[config.mk]
export PLATFORM = sky130hd
export DESIGN_NAME = twi_dual_slave
export DESIGN_NICKNAME = d
export VERILOG_FILES = /design/src/rtl/twi_pkg.sv /design/src/rtl/twi_sync.sv /design/src/rtl/twi_cond.sv /design/src/rtl/twi_dual_slave.sv
export SDC_FILE = /design/constraint.sdc
export NUM_CORES = 1
export LEC_CHECK = 0
export BUFFER_PORTS_ARGS = -buffer_cell sky130_fd_sc_hd__buf_4
export CORE_MARGIN = 3
export CORE_UTILIZATION = 55
export CTS_CLUSTER_SIZE = 8
export DETAILED_ROUTE_END_ITERATION = 8
export PLACE_DENSITY = 0.85
export SETUP_SLACK_MARGIN = 0.02
export SLEW_MARGIN = 10
export SYNTH_ARGS = -nofsm -noshare
export SYNTH_HDL_FRONTEND = slang
export SYNTH_HIERARCHICAL = 1
export SYNTH_SLANG_ARGS = --single-unit
[constraint.sdc]
create_clock -name clk -period 4.1 [get_ports clk]
set_input_delay 0.615 -clock clk [delete_from_list [all_inputs] [get_ports clk]]
set_output_delay 0.615 -clock clk [all_outputs]
set_load 0.05 [all_outputs]
[src/rtl/twi_pkg.sv]
package twi_pkg;

    typedef enum logic [3:0] {
        ST_IDLE,
        ST_ADDR,
        ST_ADDR_ACK,
        ST_PTR,
        ST_PTR_ACK,
        ST_WDATA,
        ST_WDATA_ACK,
        ST_RDATA,
        ST_RACK
    } twi_state_e;

    localparam int unsigned BYTE_BITS = 8;

endpackage

[src/rtl/twi_sync.sv]
module twi_sync #(
    parameter int unsigned STAGES = 2
) (
    input  logic clk,
    input  logic rst_n,
    input  logic d,
    output logic q,
    output logic q_prev
);

    logic [STAGES:0] chain_q;

    always_ff @(posedge clk or negedge rst_n) begin
        if (!rst_n) begin
            chain_q <= '1;
        end else begin
            chain_q <= {chain_q[STAGES-1:0], d};
        end
    end

    assign q      = chain_q[STAGES-1];
    assign q_prev = chain_q[STAGES];

endmodule

[src/rtl/twi_cond.sv]
module twi_cond (
    input  logic scl,
    input  logic scl_prev,
    input  logic sda,
    input  logic sda_prev,
    output logic scl_rise,
    output logic scl_fall,
    output logic start_det,
    output logic stop_det
);

    always_comb begin
        scl_rise  = scl & ~scl_prev;
        scl_fall  = ~scl & scl_prev;
        start_det = scl & scl_prev & sda_prev & ~sda;
        stop_det  = scl & scl_prev & ~sda_prev & sda;
    end

endmodule

[src/rtl/twi_dual_slave.sv]
module twi_dual_slave
    import twi_pkg::*;
#(
    parameter int unsigned AW          = 8,
    parameter int unsigned SYNC_STAGES = 2,
    parameter logic [3:0]  MEM_CODE    = 4'b1010,
    parameter logic [3:0]  REG_CODE    = 4'b1101
) (
    input  logic          clk,
    input  logic          rst_n,
    input  logic          scl_i,
    input  logic          sda_i,
    input  logic [2:0]    strap_i,
    input  logic          pwr_fail_i,
    output logic          sda_oe,
    output logic [AW-1:0] addr_o,
    output logic [7:0]    wdata_o,
    output logic          mem_we_o,
    output logic          reg_we_o,
    input  logic [7:0]    mem_rdata_i,
    input  logic [7:0]    reg_rdata_i
);

    localparam int unsigned CW = $clog2(BYTE_BITS + 1);
    localparam logic [CW-1:0] LAST_BIT = CW'(BYTE_BITS);

    typedef struct packed {
        twi_state_e       st;
        logic [CW-1:0]    cnt;
        logic [7:0]       sh;
        logic [AW-1:0]    ptr;
        logic             tgt_reg;
        logic             rnw;
        logic             mack;
        logic             oe;
        logic             mem_we;
        logic             reg_we;
        logic [7:0]       wd;
    } slv_regs_t;

    localparam slv_regs_t RESET_VAL = '{
        st: ST_IDLE, cnt: '0, sh: '0, ptr: '0, tgt_reg: 1'b0, rnw: 1'b0,
        mack: 1'b0, oe: 1'b0, mem_we: 1'b0, reg_we: 1'b0, wd: '0
    };

    // line conditioning: index 0 = SCL, index 1 = SDA
    logic [1:0] raw_lines;
    logic [1:0] sync_lines;
    logic [1:0] prev_lines;

    assign raw_lines = {sda_i, scl_i};

    for (genvar g = 0; g < 2; g++) begin : g_line
        twi_sync #(.STAGES(SYNC_STAGES)) u_sync (
            .clk    (clk),
            .rst_n  (rst_n),
            .d      (raw_lines[g]),
            .q      (sync_lines[g]),
            .q_prev (prev_lines[g])
        );
    end

    logic scl_rise, scl_fall, start_det, stop_det;
    logic sda_s;

    assign sda_s = sync_lines[1];

    twi_cond u_cond (
        .scl       (sync_lines[0]),
        .scl_prev  (prev_lines[0]),
        .sda       (sync_lines[1]),
        .sda_prev  (prev_lines[1]),
        .scl_rise  (scl_rise),
        .scl_fall  (scl_fall),
        .start_det (start_det),
        .stop_det  (stop_det)
    );

    slv_regs_t r_q, r_d;
    logic [7:0] rd_byte;
    logic       code_mem, code_reg, strap_ok;

    always_comb begin
        rd_byte  = r_q.tgt_reg ? reg_rdata_i : mem_rdata_i;
        code_mem = (r_q.sh[7:4] == MEM_CODE);
        code_reg = (r_q.sh[7:4] == REG_CODE);
        strap_ok = (r_q.sh[3:1] == strap_i);

        r_d        = r_q;
        r_d.mem_we = 1'b0;
        r_d.reg_we = 1'b0;

        if (pwr_fail_i) begin
            r_d.st  = ST_IDLE;
            r_d.oe  = 1'b0;
            r_d.cnt = '0;
        end else if (start_det) begin
            r_d.st  = ST_ADDR;
            r_d.oe  = 1'b0;
            r_d.cnt = '0;
        end else if (stop_det) begin
            r_d.st  = ST_IDLE;
            r_d.oe  = 1'b0;
            r_d.cnt = '0;
        end else begin
            unique case (r_q.st)
                ST_ADDR, ST_PTR, ST_WDATA: begin
                    if (scl_rise && r_q.cnt < LAST_BIT) begin
                        r_d.sh  = {r_q.sh[6:0], sda_s};
                        r_d.cnt = r_q.cnt + 1'b1;
                    end else if (scl_fall && r_q.cnt == LAST_BIT) begin
                        r_d.cnt = '0;
                        if (r_q.st == ST_ADDR) begin
                            if ((code_mem || code_reg) && strap_ok) begin
                                r_d.oe      = 1'b1;
                                r_d.st      = ST_ADDR_ACK;
                                r_d.tgt_reg = code_reg;
                                r_d.rnw     = r_q.sh[0];
                            end else begin
                                r_d.st = ST_IDLE;
                            end
                        end else if (r_q.st == ST_PTR) begin
                            r_d.ptr = r_q.sh[AW-1:0];
                            r_d.oe  = 1'b1;
                            r_d.st  = ST_PTR_ACK;
                        end else begin
                            r_d.wd     = r_q.sh;
                            r_d.mem_we = ~r_q.tgt_reg;
                            r_d.reg_we = r_q.tgt_reg;
                            r_d.oe     = 1'b1;
                            r_d.st     = ST_WDATA_ACK;
                        end
                    end
                end
                ST_ADDR_ACK: begin
                    if (scl_fall) begin
                        r_d.cnt = '0;
                        if (r_q.rnw) begin
                            r_d.sh = rd_byte;
                            r_d.oe = ~rd_byte[7];
                            r_d.st = ST_RDATA;
                        end else begin
                            r_d.oe = 1'b0;
                            r_d.st = ST_PTR;
                        end
                    end
                end
                ST_PTR_ACK, ST_WDATA_ACK: begin
                    if (scl_fall) begin
                        r_d.oe  = 1'b0;
                        r_d.cnt = '0;
                        r_d.st  = ST_WDATA;
                        if (r_q.st == ST_WDATA_ACK) begin
                            r_d.ptr = r_q.ptr + 1'b1;
                        end
                    end
                end
                ST_RDATA: begin
                    if (scl_rise && r_q.cnt < LAST_BIT) begin
                        r_d.cnt = r_q.cnt + 1'b1;
                    end else if (scl_fall && r_q.cnt == LAST_BIT) begin
                        r_d.oe  = 1'b0;
                        r_d.ptr = r_q.ptr + 1'b1;
                        r_d.st  = ST_RACK;
                    end else if (scl_fall && r_q.cnt != '0) begin
                        r_d.sh = {r_q.sh[6:0], 1'b0};
                        r_d.oe = ~r_q.sh[6];
                    end
                end
                ST_RACK: begin
                    if (scl_rise) begin
                        r_d.mack = ~sda_s;
                    end else if (scl_fall) begin
                        r_d.cnt = '0;
                        if (r_q.mack) begin
                            r_d.sh = rd_byte;
                            r_d.oe = ~rd_byte[7];
                            r_d.st = ST_RDATA;
                        end else begin
                            r_d.st = ST_IDLE;
                        end
                    end
                end
                default: ;
            endcase
        end
    end

    always_ff @(posedge clk or negedge rst_n) begin
        if (!rst_n) begin
            r_q <= RESET_VAL;
        end else begin
            r_q <= r_d;
        end
    end

    assign sda_oe   = r_q.oe;
    assign addr_o   = r_q.ptr;
    assign wdata_o  = r_q.wd;
    assign mem_we_o = r_q.mem_we;
    assign reg_we_o = r_q.reg_we;

endmodule

==> results of run 1 <==
## power breakdown
part	leakage, nW	total, mW	internal (mW)	switching [mW]
clock network	0.0645	0.362	0.215	0.147
registers	0.575	0.584	0.488	0.0957
logic	0.730	0.286	0.122	0.164
total	1.37	1.23	0.826	0.406
## cell families (layout without fill, tap and decap cells)
| group | count (synthesis) | after routing | share of synthesized area [%] |
|---|---|---|---|
| fa+ha+maj | 3 | 3 | 1.42 |
| simple gates | 90 | 90 | 18.6 |
| buf+inv | 32 | 58 | 6.87 |
| flops | 44 | 44 | 42.0 |
| xor+xnor | 3 | 3 | 0.995 |
| compound gates | 72 | 72 | 18.2 |
| mux | 29 | 29 | 11.9 |
## synth_stat cells, types with 3 or more instances
| cell | n |
|---|---|
| nor2_1 | 14 |
| nor4_1 | 3 |
| and4b_1 | 3 |
| clkbuf_1 | 9 |
| a21oi_1 | 23 |
| nor2b_1 | 10 |
| nor3_1 | 5 |
| o22ai_1 | 3 |
| nand2_1 | 21 |
| mux2_2 | 19 |
| ha_1 | 3 |
| nand3_1 | 11 |
| dfstp_2 | 6 |
| inv_1 | 6 |
| buf_4 | 16 |
| nand4b_1 | 3 |
| nand4_1 | 3 |
| o21ai_0 | 18 |
| dfrtp_1 | 38 |
| mux2i_1 | 10 |
| nand2b_1 | 9 |
| o31ai_1 | 3 |
## worst min-delay path by stage
| stage | startpoint | end | slack (ps) | cells past startpoint |
|---|---|---|---|---|
| final | rst_n | addr_o[3] | 290 | 1 |
| after global routing | rst_n | addr_o[4] | 320 | 1 |
| after CTS | rst_n | addr_o[4] | 310 | 1 |
| after detailed placement | g_line[1].u_sync/chain_q[0] | g_line[1].u_sync/chain_q[1] | 350 | 0 |
| after global placement | g_line[1].u_sync/chain_q[0] | g_line[1].u_sync/chain_q[1] | 350 | 0 |
| after floorplan | rst_n | addr_o[0] | 320 | 0 |
## per-stage QoR
step	std cells	hold slack, ps	util, %	power [mW]	cell area [µm²]
after floorplan	273	319	-	0.781	2640
after global placement	343	346	63.9	0.854	2880
after detailed placement	343	348	63.9	0.871	2880
after CTS	351	310	66.7	1.23	3000
after global routing	351	323	66.7	1.29	3000
final	351	293	66.7	1.23	3000
## sequential cells by signal, indices dropped and copies added, names as in the netlist
signal and cells:
sda_oe 1, r_q 19, g_line.u_sync/chain_q 6, addr_o 8, wdata_o 8, reg_we_o 1
mem_we_o 1
## cell type report
type	instances	area [µm²]
multi-input cells	197	1350
clock buffers	7	96.3
fillers	345	1500
flip-flops and latches	44	1110
inverters	6	22.5
well taps	52	65.1
repair buffers	44	330
clock inverters	1	30.0
## per-layer routing
| metal | GRT usage, % | vias to the layer above | share of wire [%] |
|---|---|---|---|
| met2 | 34.8 | 115 | 49 |
| met4 | 8.54 | 0 | 1.7 |
| li1 | - | 1041 | - |
| met3 | 4.54 | 10 | 7.1 |
| met1 | 32.8 | 1070 | 42 |
| met5 | 0 | - | 0 |
==> key figures, run 1 <==
Routing
  • 1st-pass router iterations: 4
  • Drt drc: 0
  • Detail-routed via count per cell: ~6.4
  • DR vias: 2,236
  • Remaining antenna violation count: 0
  • WL final: approximately 6100 µm
  • Drt first-iter violations: slightly above 300
  • WL/cell: 17.5 µm

Layout
  • Share of cells above drive strength 1: 27.4%
  • Synth-to-layout area growth: 13.7%
  • Diode count: 0
  • Most common cell after layout, fill and taps aside: buf_4
  • Post-layout nets: between 300 and 400
  • Most frequent cells in the layout: buf_4, dfrtp_1, a21oi_1

Synthesis
  • Register area share after synthesis: 42.0%
  • Yosys cell types: 48
  • Post-Synthesis Cells: 273
  • Synth area leaders: dfrtp_1, mux2_2, dfstp_2
  • #FFs+latches synth: between 40 and 50
  • Top-area cell type share of the netlist area: 36.0%
  • Ys flop type: dfrtp_1
  • Syn avg cell area: approximately 9.7 µm²
  • Synth Cell Area: 0.00264 mm²
  • Post-synth EDFFs: 0
  • Yosys warns: 6
  • Post-synth top area cell: dfrtp_1
  • Mapped Nets: 300
  • Ys async rst share: 100%

Run
  • Max Cap Viol: 0

Power
  • Maximum vdd drop: around 270 µV
  • Leakage power: 1.37 nW
  • Pwr/cell area: 410 mW/mm²

Place
  • GP Congestion: 0.960
  • DPL Wire Length: roughly 4300 µm
  • Dpl ws: about 1500 ps
  • Count of input and output buffers: 42

Timing
  • Crit share post-route: 67.0%
  • Final Worst Setup Slack: 1350 ps
  • Setup TNS: 0 ps
  • Slew HR: 40.5%
  • Final slew viol count: 0
  • Fmax: about 360 MHz
  • Skew final: 6.37 ps
  • Number of setup violations in the final report: 0
  • Worst Tran Pin Value: 886 ps
  • Min Tclk post-route: 2750 ps
  • Final count of hold timing violations: 0
  • RSZ-0062 raised after global routing: false

Die
  • Row Count: 24
  • Die height: 75.3 µm
  • Core area: around 0.0045 mm²
  • I/O pin cnt: 43
  • Total die area: 0.00567 mm²
  • Initial Utilization: 58.6%
  • Die width: 75.3 µm

Global route
  • First-pass GRT wire length: 10,100 µm
  • GRT Util Overall: 23.0%
  • Grt ovf: 0
  • Vias in the first global route: about 2,200
  • Initial antenna violation count: 0
  • Largest net degree at the start of global routing: 45

Setup path
  • RR Endpoint: r_q[12]
  • Maximum fanout along the worst path: 9
  • Worst-path cell chain: nor2b_1 -> and4b_1 -> nand3_1 -> nor4_1 -> mux2_2
  • CP bufs+invs: 0
  • RR Startpoint: g_line[0].u_sync/chain_q[2]
  • R2r setup slk: 1350 ps
  • Slowest cell delay on critical path: 550 ps
  • Worst Path Required: 4290 ps
  • Worst Path Arrival: 2940 ps
  • Crit-path leading delay family: simple AND/OR/NAND/NOR gates
  • Slowest CP cell: dfstp_2
  • Worst Setup End Kind: flop
  • Crit path kind: reg -> reg
  • Critical Path Source: g_line[0].u_sync/chain_q[2]
  • CP Capture Point: r_q[12]
  • WP depth: 5
  • Register-to-Register Path Depth: 5
  • CP startpoint kind: flop

Clocking
  • H-tree depth: 2
  • CTS Root Cell: clkbuf_8
  • CTS Hold Bufs: 0
  • Worst skew pair latency: about 300 ps
  • CTS buffer count: 5
  • CTS tree: yes
  • Post-CTS Setup Bufs: 0
  • Post-CTS sizing: 0
  • CTS clock-pin slew for the worst setup and hold paths: around 80 ps
  • Clk buf depth: 2
  • Num Clock Sinks: 44

Min path
  • Hold WC Path Type: in -> async

Status
  • Status: completed
Note: power is estimated with default switching activity, not from simulation.
==> inputs of run 2 (changes only) <==
- clock period: 4.1 -> 2.7 ns (I/O delays scaled with it)
==> run 2 against run 1 <==
Critical endpoint is now r_q[24]. Count of clock-buffer cells in the layout is 1 lower. Flip-flop and latch count stayed put. Non-clock buffer count is 13 higher. Clock skew is 1.7 ps higher. Wire length is 0.21% higher. First-iteration DRC count is 2.9% lower.
==> key figures, run 2 (same netlist as run 1, synthesis figures left out) <==
Layout
  • Synth-to-layout area growth: 17.3%
  • Post-layout nets: roughly 340
  • Fin cells: about 360
  • Share of cells above drive strength 1: 30.4%
  • Largest register FFs: 19
  • Reg with most FFs: r_q
  • Final Cell Area: 0.00310 mm²
  • Area taken by flip-flops and latches: 0.00111 mm²
  • Most frequent cells in the layout: buf_4, dfrtp_1, a21oi_1
  • Fillers: 345
  • Most common cell after layout, fill and taps aside: buf_4
  • Multi-input logic area: approximately 0.0014 mm²
  • Diode count: 0

Status
  • Status: completed

Timing
  • Final count of hold timing violations: 0
  • RSZ-0062 raised after global routing: false
  • Fmax: 406 MHz
  • Slew HR: 57.0%
  • Crit share post-route: 91.3%
  • Number of setup violations in the final report: 0
  • Setup TNS: 0 ps
  • Min Tclk post-route: 2460 ps
  • Final slew viol count: 0
  • Worst Tran Pin Value: 643 ps
  • Skew final: 8.08 ps

Setup path
  • RR Startpoint: g_line[0].u_sync/chain_q[1]
  • R2r setup slk: about 240 ps
  • Worst Path Arrival: 2660 ps
  • Slowest cell delay on critical path: 560 ps
  • RR Endpoint: r_q[24]
  • CP Capture Point: r_q[24]
  • Slowest CP cell: dfstp_2
  • Worst Setup End Kind: flop
  • Crit-path leading delay family: compound AO/OA/AOI/OAI gates
  • Register-to-Register Path Depth: 7
  • Worst Path Required: 2890 ps
  • Worst-path cell chain: nor2b_1 -> nand2b_1 -> a2bb2oi_1 -> o22ai_1 -> a2111oi_4 -> buf_4 -> mux2_2
  • Critical Path Source: g_line[0].u_sync/chain_q[1]
  • CP startpoint kind: flop
  • CP bufs+invs: 1
  • Maximum fanout along the worst path: 8
  • WP depth: 7
  • Crit path kind: reg -> reg

Run
  • Max Cap Viol: 0

Place
  • DP Area: 0.00297 mm²
  • Count of input and output buffers: 42
  • DPL Wire Length: 4410 µm
  • Cell total after placement: 356
  • GP Congestion: 0.950

Clocking
  • H-tree depth: 2
  • CTS buffer count: 5
  • CTS Hold Bufs: 0
  • Post-CTS sizing: 0
  • CTS clock-pin slew for the worst setup and hold paths: 90 ps
  • CTS tree: yes
  • CTS Root Cell: clkbuf_8
  • Num Clock Sinks: 44
  • Worst skew pair latency: 300 ps
  • Post-CTS Setup Bufs: 0
  • Clk buf depth: 2

Global route
  • GRT Util Overall: between 20% and 30%
  • Grt peak-use layer: met1
  • First-pass GRT wire length: 10,200 µm
  • Largest net degree at the start of global routing: 45
  • Vias in the first global route: 2,092
  • Met1 Use GR: 35.5%
  • Met3 Use GR: 4.41%
  • Grt ovf: 0
  • Initial antenna violation count: 0
  • Met2 usage: 33.7%

Die
  • Initial Utilization: 58.6%
  • I/O pin cnt: between 40 and 50
  • Row Count: 24
  • Die height: 75.3 µm
  • Total die area: 0.00567 mm²
  • Core area: approximately 0.0045 mm²
  • Die width: about 75 µm

Routing
  • WL final: 6160 µm
  • 1st-pass router iterations: 5
  • Remaining antenna violation count: 0
  • Detail-routed via count per cell: 6.09
  • Drt first-iter violations: approximately 300
  • WL/cell: 16.9 µm
  • DR vias: 2,216
  • Drt drc: 0

Power
  • Pwr/cell area: 602 mW/mm²
  • Maximum vdd drop: 528 µV
  • Leakage power: 1.43 nW

Min path
  • Hold WC Path Type: in -> async
[run 2: cell count changes in the layout (fill, tap and decap cells not counted)]
cell,delta
buf_4,+13
clkinv_4,+1
clkbuf_8,-1
[run 2: layout make-up]
cell class | count | share of cell area, %
clock buffer | 6 | 2.67
multi-input combinational | 197 | 43.6
tap | 52 | 2.10
clock inverter | 2 | 1.25
inverter | 6 | 0.728
timing repair buffer | 57 | 13.8
sequential | 44 | 35.8
[run 2: report_power, final]
group,switching (mW),internal (mW),leakage [nW]
logic,0.263,0.197,0.795
clock network,0.227,0.302,0.0614
registers,0.133,0.742,0.575
[run 2: worst min path at each step]
stage	startpoint	to	cells past startpoint
2_1_floorplan	rst_n	addr_o[0]	0
3_3_place_gp	g_line[0].u_sync/chain_q[0]	g_line[0].u_sync/chain_q[1]	0
3_5_place_dp	g_line[0].u_sync/chain_q[0]	g_line[0].u_sync/chain_q[1]	0
4_1_cts	rst_n	wdata_o[2]	1
5_1_grt	rst_n	addr_o[4]	1
6_report	rst_n	addr_o[4]	1
[run 2: worst register-to-register path: cells and delay by family (launching register included)]
kind	cells	cell delay [ps]
AOI/OAI and AO/OA	3	690
buffers and inverters	1	220
DFF	1	560
muxes	1	350
and+or+nand+nor	2	530
[run 2: layer usage]
layer / routed length [µm] / share of wire, % / up-vias
met3: 450 / 7.3 / 13
met2: 2860 / 46 / 112
li1: - / - / 1068
met5: 0 / 0 / -
met1: 2770 / 45 / 1023
met4: 79 / 1.3 / 0
[run 2: stage by stage]
stage / power, mW / hold WS [ps] / setup slack [ps] / util (%)
finish: 1.86 / 89.4 / 236 / 68.7
floorplan: 1.19 / 109 / 362 / -
global placement: 1.31 / 346 / 372 / 66.0
detailed placement: 1.33 / 347 / 286 / 66.0
CTS: 1.87 / 106 / 253 / 68.7
global route: 1.96 / 118 / 88.1 / 68.7
==> inputs of run 3 (changes only) <==
- REMOVE_ABC_BUFFERS: not set -> 1
==> run 3 against run 2 <==
Core utilization is 0.78 points lower. Critical path depth unchanged. Worst hold slack worse by 1.5 ps. Maximum frequency increased by 5.3%. Largest power group unchanged. Non-clock buffer count decreased by 1. Flip-flop and latch count is the same. Setup slack improved by 120 ps. Cell count fell by 0.27%. Die area unchanged. Highest routed layer unchanged. Count of clock-buffer cells in the layout up 1. Register-to-register slack improved by 120 ps. Critical endpoint is now r_q[29].
==> key figures, run 3 (same netlist as run 1, synthesis figures left out) <==
Status
  • Status: completed

Timing
  • Setup TNS: 0 ps
  • Worst Tran Pin Value: 890 ps
  • Fmax: 427 MHz
  • Skew final: 8.33 ps
  • Final slew viol count: 0
  • Slew HR: between 30% and 40%
  • Number of setup violations in the final report: 0
  • Crit share post-route: 86.7%
  • Final count of hold timing violations: 0
  • RSZ-0062 raised after global routing: false
  • Min Tclk post-route: 2340 ps

Layout
  • Post-layout nets: 337
  • Synth-to-layout area growth: 15.9%
  • Largest register FFs: 19
  • Area taken by flip-flops and latches: 0.00111 mm²
  • Fillers: about 380
  • Most frequent cells in the layout: buf_4, dfrtp_1, a21oi_1
  • Fin cells: roughly 360
  • Diode count: 0
  • Most common cell after layout, fill and taps aside: buf_4
  • Share of cells above drive strength 1: 29.9%
  • Reg with most FFs: r_q
  • Multi-input logic area: 0.00135 mm²

Routing
  • Remaining antenna violation count: 0
  • Drt first-iter violations: 166
  • WL/cell: 16.8 µm
  • DR vias: 2,230
  • WL final: 6120 µm
  • 1st-pass router iterations: 4
  • Detail-routed via count per cell: about 6
  • Drt drc: 0

Clocking
  • Num Clock Sinks: 44
  • Worst skew pair latency: 290 ps
  • Post-CTS sizing: 0
  • CTS buffer count: 5
  • H-tree depth: 2
  • CTS Root Cell: clkbuf_8
  • Post-CTS Setup Bufs: 0
  • CTS clock-pin slew for the worst setup and hold paths: 90 ps
  • CTS tree: yes
  • Clk buf depth: 2
  • CTS Hold Bufs: 0

Global route
  • Grt peak-use layer: met1
  • GRT Util Overall: 23.3%
  • Met1 Use GR: a little over a third
  • Met3 Use GR: under 10%
  • Vias in the first global route: 2,119
  • Grt ovf: 0
  • Initial antenna violation count: 0
  • Largest net degree at the start of global routing: 45
  • First-pass GRT wire length: 10,200 µm
  • Met2 usage: 33.8%

Min path
  • Hold WC Path Type: in -> async

Place
  • DPL Wire Length: 4470 µm
  • GP Congestion: 0.957
  • Cell total after placement: 355
  • Count of input and output buffers: 42

Die
  • Total die area: approximately 0.0057 mm²
  • Row Count: 24
  • I/O pin cnt: 43
  • Core area: 0.00450 mm²
  • Die height: 75.3 µm
  • Die width: 75.3 µm
  • Initial Utilization: 58.6%

Setup path
  • Worst Setup End Kind: flop
  • CP startpoint kind: flop
  • Worst Path Required: ~2900 ps
  • Slowest CP cell: dfstp_2
  • Worst Path Arrival: around 2500 ps
  • Crit path kind: reg -> reg
  • Maximum fanout along the worst path: 8
  • Slowest cell delay on critical path: 560 ps
  • Worst-path cell chain: nor2b_1 -> nand2b_1 -> a2bb2oi_1 -> o22ai_1 -> a2111oi_4 -> buf_4 -> mux2_2

Run
  • Max Cap Viol: 0

Power
  • Maximum vdd drop: 428 µV
  • Pwr/cell area: 572 mW/mm²
  • Leakage power: 1.41 nW
==> run 3: changes by cell type in the layout (fill, tap and decap cells not counted) <==
cell / change
buf_4: -1
bufinv_16: -1
clkbuf_1: +1
clkinv_4: -1
clkinvlp_4: +1
==> run 3: worst paths after layout <==
path	start	to	slack, ps	cells past startpoint
hold reg to reg	g_line[1].u_sync/chain_q[0]	g_line[1].u_sync/chain_q[1]	360	0
min in group clk	sda_i	g_line[1].u_sync/chain_q[0]	220	1
setup / recovery	g_line[0].u_sync/chain_q[1]	r_q[29]	360	7
max in group asynchronous	rst_n	g_line[0].u_sync/chain_q[1]	2220	1
setup reg to reg	g_line[0].u_sync/chain_q[1]	r_q[29]	360	7
hold / removal	rst_n	addr_o[4]	90	1
==> run 3: stage by stage <==
| stage | util, % | instance area, µm² | hold WS (ps) | total power [mW] | setup slack [ps] |
|---|---|---|---|---|---|
| finish | 67.9 | 3060 | 87.9 | 1.75 | 359 |
| global route | 67.9 | 3060 | 119 | 1.85 | 210 |
| CTS | 67.9 | 3060 | 108 | 1.75 | 381 |
| detailed placement | 65.9 | 2970 | 348 | 1.33 | 396 |
| global placement | 65.9 | 2970 | 346 | 1.31 | 441 |
| floorplan | - | 2480 | 109 | 1.14 | 25.2 |
==> run 3: layer usage <==
| metal | wire length [µm] | part of all wire, % |
|---|---|---|
| met5 | 0 | 0 |
| met4 | 21 | 0.34 |
| met3 | 423 | 6.9 |
| met2 | 2860 | 47 |
| met1 | 2810 | 46 |
==> run 3: area by class of cell <==
| cell class | instances | area share [%] |
|---|---|---|
| repair buffers | 56 | 13.7 |
| well taps | 52 | 2.13 |
| inverters | 6 | 0.736 |
| clock buffers | 7 | 2.82 |
| multi-input cells | 197 | 44.1 |
| flip-flops and latches | 44 | 36.2 |
| clock inverters | 1 | 0.245 |
==> run 3: worst max-delay path: cells and delay by family (launching register included) <==
kind	cells	cell delay (ps)
buffers and inverters	1	230
DFF	1	560
muxes	1	350
AOI/OAI and AO/OA	3	660
and+or+nand+nor	2	440
==> run 3: power by group <==
group	switching [mW]	internal (mW)	leakage (nW)
combinational	0.262	0.196	0.790
clock	0.217	0.208	0.0445
sequential	0.125	0.742	0.575
total	0.603	1.15	1.41
